`src/rtl/cbm_pkg.sv`:
```
package cbm_pkg;

  // Register-load and side strobes from the bus decoder to the datapath
  typedef struct packed {
    logic ldEnable;   // 0000h-1FFFh write
    logic ldRomBank;  // 2000h-3FFFh write
    logic ldSel;      // 4000h-5FFFh write
    logic latch;      // 6000h-7FFFh write
  } bankStrb_t;

endpackage

```
`src/rtl/cbm_ctrl.sv`:
```
module cbm_ctrl
  import cbm_pkg::*;
(
  input  logic        clk,
  input  logic        rstN,
  input  logic [15:0] cpuAddr,
  input  logic        cpuWr,
  output bankStrb_t   strb
);

  logic romSpaceWr;
  assign romSpaceWr = cpuWr && !cpuAddr[15];

  always_comb begin
    strb = '0;
    if (romSpaceWr) begin
      unique case (cpuAddr[14:13])
        2'b00: strb.ldEnable  = 1'b1;
        2'b01: strb.ldRomBank = 1'b1;
        2'b10: strb.ldSel     = 1'b1;
        default: strb.latch   = 1'b1;
      endcase
    end
  end

  AST_LATCH_ONLY_ON_WR: assert property (@(posedge clk) disable iff (!rstN)
    strb.latch |-> (cpuWr && cpuAddr[15:13] == 3'b011));

  AST_STRB_SINGLE: assert property (@(posedge clk) disable iff (!rstN)
    $onehot0(strb));

endmodule

```
`src/rtl/cbm_datapath.sv`:
```
module cbm_datapath
  import cbm_pkg::*;
#(
  parameter int ROM_BANK_W = 7,
  parameter int ROM_OFS_W  = 14,
  parameter int RAM_BANK_W = 2,
  parameter int RAM_OFS_W  = 13,
  parameter int SEL_W      = 8,
  parameter int CLK_FIRST  = 8,
  parameter int CLK_COUNT  = 5,
  localparam int ROM_ADDR_W = ROM_BANK_W + ROM_OFS_W,
  localparam int RAM_ADDR_W = RAM_BANK_W + RAM_OFS_W,
  localparam int CLK_IDX_W  = $clog2(CLK_COUNT)
)(
  input  logic                  clk,
  input  logic                  rstN,
  input  bankStrb_t             strb,
  input  logic [15:0]           cpuAddr,
  input  logic [7:0]            cpuWrData,
  input  logic                  cpuWr,
  input  logic                  cpuRd,
  output logic [7:0]            cpuRdData,
  output logic [ROM_ADDR_W-1:0] romAddr,
  input  logic [7:0]            romRdData,
  output logic [RAM_ADDR_W-1:0] ramAddr,
  output logic                  ramWe,
  input  logic [7:0]            ramRdData,
  output logic [CLK_IDX_W-1:0]  clkIdx,
  output logic                  clkWe,
  input  logic [7:0]            clkRdData
);

  localparam int RAM_PAGES = 1 << RAM_BANK_W;

  logic [ROM_BANK_W-1:0] romBank;
  logic [ROM_BANK_W-1:0] effBank;
  logic [SEL_W-1:0]      selReg;
  logic                  winEn;
  logic                  inWin, inRom;
  logic                  selRam, selClk;
  logic                  ramHit, clkHit;

  always_ff @(posedge clk) begin
    if (!rstN) begin
      romBank <= '0;
      selReg  <= '0;
      winEn   <= 1'b0;
    end else begin
      if (strb.ldRomBank) romBank <= cpuWrData[ROM_BANK_W-1:0];
      if (strb.ldSel)     selReg  <= cpuWrData[SEL_W-1:0];
      if (strb.ldEnable)  winEn   <= (cpuWrData[3:0] == 4'hA);
    end
  end

  // ROM mapping: fixed lower half, switched upper half (0 acts as 1)
  assign effBank = (romBank == '0) ? ROM_BANK_W'(1) : romBank;
  assign romAddr = cpuAddr[14] ? {effBank, cpuAddr[ROM_OFS_W-1:0]}
                               : {{ROM_BANK_W{1'b0}}, cpuAddr[ROM_OFS_W-1:0]};

  // External window steering
  assign inRom  = !cpuAddr[15];
  assign inWin  = (cpuAddr[15:13] == 3'b101);
  assign selRam = (selReg < SEL_W'(RAM_PAGES));
  assign selClk = (selReg >= SEL_W'(CLK_FIRST)) && (selReg < SEL_W'(CLK_FIRST + CLK_COUNT));
  assign ramHit = winEn && inWin && selRam;
  assign clkHit = winEn && inWin && selClk;

  assign ramAddr = {selReg[RAM_BANK_W-1:0], cpuAddr[RAM_OFS_W-1:0]};
  assign clkIdx  = CLK_IDX_W'(selReg - SEL_W'(CLK_FIRST));
  assign ramWe   = cpuWr && ramHit;
  assign clkWe   = cpuWr && clkHit;

  always_comb begin
    cpuRdData = 8'hFF;
    if (cpuRd) begin
      if (inRom)       cpuRdData = romRdData;
      else if (ramHit) cpuRdData = ramRdData;
      else if (clkHit) cpuRdData = clkRdData;
    end
  end

  AST_SEL_LOAD: assert property (@(posedge clk) disable iff (!rstN)
    strb.ldSel |=> (selReg == $past(cpuWrData[SEL_W-1:0])));

  AST_BANK_NONZERO: assert property (@(posedge clk) disable iff (!rstN)
    (cpuAddr[15:14] == 2'b01) |-> (romAddr[ROM_ADDR_W-1:ROM_OFS_W] != '0));

  AST_FIXED_BANK: assert property (@(posedge clk) disable iff (!rstN)
    (cpuAddr[15:14] == 2'b00) |-> (romAddr[ROM_ADDR_W-1:ROM_OFS_W] == '0));

  AST_CLOSED_SILENT: assert property (@(posedge clk) disable iff (!rstN)
    !winEn |-> (!ramWe && !clkWe));

  AST_CLOSED_READ: assert property (@(posedge clk) disable iff (!rstN)
    (cpuRd && !winEn && inWin) |-> (cpuRdData == 8'hFF));

  AST_ONE_TARGET: assert property (@(posedge clk) disable iff (!rstN)
    !(ramWe && clkWe));

  AST_GAP_SILENT: assert property (@(posedge clk) disable iff (!rstN)
    (!selRam && !selClk) |-> (!ramWe && !clkWe));

endmodule

```
`src/rtl/cart_bank_mapper.sv`:
```
module cart_bank_mapper
  import cbm_pkg::*;
#(
  parameter int ROM_BANK_W = 7,
  parameter int RAM_BANK_W = 2,
  parameter int CLK_COUNT  = 5,
  localparam int ROM_ADDR_W = ROM_BANK_W + 14,
  localparam int RAM_ADDR_W = RAM_BANK_W + 13,
  localparam int CLK_IDX_W  = $clog2(CLK_COUNT)
)(
  input  logic                  clk,
  input  logic                  rstN,
  input  logic [15:0]           cpuAddr,
  input  logic [7:0]            cpuWrData,
  input  logic                  cpuWr,
  input  logic                  cpuRd,
  output logic [7:0]            cpuRdData,
  output logic [ROM_ADDR_W-1:0] romAddr,
  input  logic [7:0]            romRdData,
  output logic [RAM_ADDR_W-1:0] ramAddr,
  output logic [7:0]            ramWrData,
  output logic                  ramWe,
  input  logic [7:0]            ramRdData,
  output logic [CLK_IDX_W-1:0]  clkIdx,
  output logic                  clkWe,
  output logic [7:0]            clkWrData,
  input  logic [7:0]            clkRdData,
  output logic                  latchStrobe,
  output logic [7:0]            latchData
);

  bankStrb_t strb;

  cbm_ctrl u_ctrl (
    .clk     (clk),
    .rstN    (rstN),
    .cpuAddr (cpuAddr),
    .cpuWr   (cpuWr),
    .strb    (strb)
  );

  cbm_datapath #(
    .ROM_BANK_W (ROM_BANK_W),
    .ROM_OFS_W  (14),
    .RAM_BANK_W (RAM_BANK_W),
    .RAM_OFS_W  (13),
    .SEL_W      (8),
    .CLK_FIRST  (8),
    .CLK_COUNT  (CLK_COUNT)
  ) u_dp (
    .clk       (clk),
    .rstN      (rstN),
    .strb      (strb),
    .cpuAddr   (cpuAddr),
    .cpuWrData (cpuWrData),
    .cpuWr     (cpuWr),
    .cpuRd     (cpuRd),
    .cpuRdData (cpuRdData),
    .romAddr   (romAddr),
    .romRdData (romRdData),
    .ramAddr   (ramAddr),
    .ramWe     (ramWe),
    .ramRdData (ramRdData),
    .clkIdx    (clkIdx),
    .clkWe     (clkWe),
    .clkRdData (clkRdData)
  );

  assign ramWrData   = cpuWrData;
  assign clkWrData   = cpuWrData;
  assign latchStrobe = strb.latch;
  assign latchData   = cpuWrData;

endmodule

```
`config.mk`:
```
export PLATFORM = sky130hd
export DESIGN_NAME = cart_bank_mapper
export DESIGN_NICKNAME = d
export VERILOG_FILES = /design/src/rtl/cbm_pkg.sv /design/src/rtl/cbm_ctrl.sv /design/src/rtl/cbm_datapath.sv /design/src/rtl/cart_bank_mapper.sv
export SDC_FILE = /design/constraint.sdc
export NUM_CORES = 1
export LEC_CHECK = 0
export BUFFER_PORTS_ARGS = -buffer_cell sky130_fd_sc_hd__buf_2
export CAP_MARGIN = 0
export CORE_MARGIN = 1
export CORE_UTILIZATION = 40
export DETAILED_ROUTE_END_ITERATION = 6
export PLACE_DENSITY = 0.89
export REMOVE_ABC_BUFFERS = 1
export SYNTH_ARGS = -nofsm -noshare
export SYNTH_HDL_FRONTEND = slang
export SYNTH_SLANG_ARGS = --single-unit
```
`constraint.sdc`:
```
create_clock -name clk -period 3.7 [get_ports clk]
set_input_delay 0.555 -clock clk [delete_from_list [all_inputs] [get_ports clk]]
set_output_delay 0.555 -clock clk [all_outputs]
set_load 0.005 [all_outputs]
```
==> run_results.csv <==
group,metric,value,unit
clocking,h-tree-depth,1,
floorplan,start_util,43.73,%
yosys,yosysWarnings,0,
clocking,cts.sinks,16,
drt,remaining_drc_errors,0,
floorplan,io-pin-count,126,
global_routing,grt_pass1_wl,4360,µm
global_routing,antenna_found_initial,0,
final_layout,area.growth.synth_to_final,5.989,%
setup_path,r2r-start,"u_dp.selReg[3]$_SDFFE_PN0P_",
setup_path,cp.arrival,1880,ps
yosys,syn-cell-area,0.001379,mm²
setup_path,end_kind,"output pin",
sta,setup_viol,0,
setup_path,critPathMaxFanout,8,
yosys,ys_types,26,
yosys,synth_seq_cells,16,
place,hpwlAfterDp,2568,µm
status,status,"complete, no violations",
final_layout,num-fill-cells,330,
yosys,synth_cells,158,
drt,drt_iter0_drc,22,
drt,drt-pass1-iter-count,2,
place,place.gp.congestion,0.7005,
power_and_ir_drop,leakage,0.6675,nW
worst_hold_path,hold_path_class,"reg2reg",
job,max-cap-violations,0,
floorplan,die_area,0.003686,mm²
setup_path,crit_required,3140,ps
drt,drt-total-wl,3240,µm
global_routing,gr-usage-all-layers,16.61,%
sta,worstMarginPinSlew,1104,ps
drt,vias,1128,
sta,rsz0062_at_grt,"false",
floorplan,coreArea,0.003153,mm²
sta,whs,515.9,ps
setup_path,crit_type,"reg2out",
setup_path,crit_start,"u_dp.selReg[5]$_SDFFE_PN0P_",
floorplan,die_y,60.71,µm
sta,final.setup.tns,0,ps
final_layout,ff_latch_area,320.3,µm²
sta,slew_headroom,26.23,%
yosys,ys_async_sr_fraction,0,%
yosys,syn_avg_cell_area,8.727,µm²
yosys,synth-seq-area-share,23.23,%
floorplan,num_rows,20,
clocking,tritoncts,"yes",
place,portBuffers,86,
sta,fmax,410.4,MHz
global_routing,overflow,0,
yosys,yosys_most_used_dff,"dfxtp_1",
final_layout,drive_gt1_share,52.43,%
floorplan,die_w,60.71,µm
drt,viasPerCell,4.926,
final_layout,multi_input_area,615.6,µm²
clocking,hold_buffers,0,
clocking,clk_pin_slew,90,ps
clocking,cts_made_buffers,3,
clocking,cts_buffer_depth,2,
final_layout,final_nets,238,
setup_path,start_kind,"register",
final_layout,antenna_cells,0,
power_and_ir_drop,powerDensity,255.9,mW/mm²
clocking,cts_resized,0,
clocking,root_buffer,"clkbuf_4",
sta,finalHoldViolCount,0,
worst_hold_path,worstHoldStart,"u_dp.winEn$_SDFFE_PN0P_",
global_routing,grt_pass1_vias,942,
yosys,synth_edf_count,0,
global_routing,grt_max_degree,22,
clocking,post_cts_buffers,0,
sta,skew,0,ps
sta,final.period_utilization,65.86,%
sta,period_needed,2437,ps
drt,wl_per_cell,14.15,µm
drt,drtAntennaViolNets,0,
power_and_ir_drop,ir_drop,0.1909,mV
sta,drv_slew,0,
clocking,insertion_delay,280,ps
==> Yosys cell counts, types with 2 or more instances <==
| cell | instances | area [µm²] |
|---|---|---|
| nor4b_1 | 2 | 17.52 |
| nor2_1 | 2 | 7.510 |
| dfxtp_1 | 16 | 320.3 |
| nor2b_1 | 16 | 100.1 |
| o221ai_1 | 8 | 70.07 |
| buf_4 | 56 | 420.4 |
| nand2b_1 | 8 | 50.05 |
| mux2i_1 | 16 | 160.2 |
| buf_2 | 4 | 20.02 |
| and2_1 | 6 | 37.54 |
| nand3_1 | 8 | 40.04 |
| clkbuf_1 | 2 | 7.510 |
==> state kept, by name, summed over array words and instances, names as in the netlist <==
| register | count |
|---|---|
| u_dp.romBank | 7 |
| u_dp.winEn | 1 |
| u_dp.selReg | 8 |
==> worst max-delay path, stage by stage (launching register included) <==
cell and delay [ps]:
dfxtp_1 340, nor4b_2 500, nand3_2 270, o221ai_1 250
nand3_1 110, buf_2 140
==> layout make-up <==
class                   instances  share of cell area (%)
inverters                       1                  0.2568
flip-flops and latches         16                   21.92
repair buffers                 86                   29.45
well taps                      44                   3.767
multi-input cells              78                   42.12
clock buffers                   4                   2.483
==> routing by layer <==
layer | GRT usage, % | vias to the layer above | share of wire, %
met5 | 7.143 | - | 0
met4 | 4.870 | 0 | 0.71
met3 | 10.45 | 4 | 16
met2 | 27.47 | 92 | 43
met1 | 16.95 | 490 | 41
li1 | - | 542 | -
==> stage by stage <==
step	util (%)	area (µm²)	setup slack [ps]	total power [W]	std cells
after CTS	46.35	1461	1220	0.0003772	229
after detailed placement	45.20	1425	1275	0.0002667	225
after floorplan	-	927.1	1362	0.0002080	95
final	46.35	1461	1263	0.0003739	229
after global routing	46.35	1461	1089	0.0003987	229
after global placement	45.20	1425	1382	0.0002644	225
==> path summary, 6_finish.rpt <==
check | end | slack, ps | cells after the start
max | cpuRdData[5] | 1260 | 5
min | u_dp.winEn$_SDFFE_PN0P_ | 520 | 2
max reg2reg | u_dp.selReg[3]$_SDFFE_PN0P_ | 3020 | 2
min reg2reg | u_dp.winEn$_SDFFE_PN0P_ | 520 | 2
==> placed cells by master, fill, tap and decap left out, types with 2 or more instances in the layout <==
cell type  count
clkbuf_4       3
nand2b_1       8
nor2b_1       16
buf_2         86
and2_1         6
mux2i_1       16
o221ai_1       8
nor4b_2        3
nor2_1         2
nand3_1        8
dfxtp_1       16
==> kinds of logic (layout without fill, tap and decap cells) <==
family	Yosys count	in the layout	share of synthesized area (%)
flip-flops	16	16	23.23
buffers and inverters	64	91	33.03
multiplexers	16	16	11.61
AO/OA/AOI/OAI	10	10	5.989
AND/OR/NAND/NOR	52	52	26.14
==> report_power, final <==
part / switching (W) / total, W / internal, W
sequential: 0.00000271 / 0.000178 / 0.000176
clock: 0.0000520 / 0.000112 / 0.0000599
combinational: 0.0000391 / 0.0000837 / 0.0000446
total: 0.0000938 / 0.000374 / 0.000280
(Power assumes the default switching activity.)
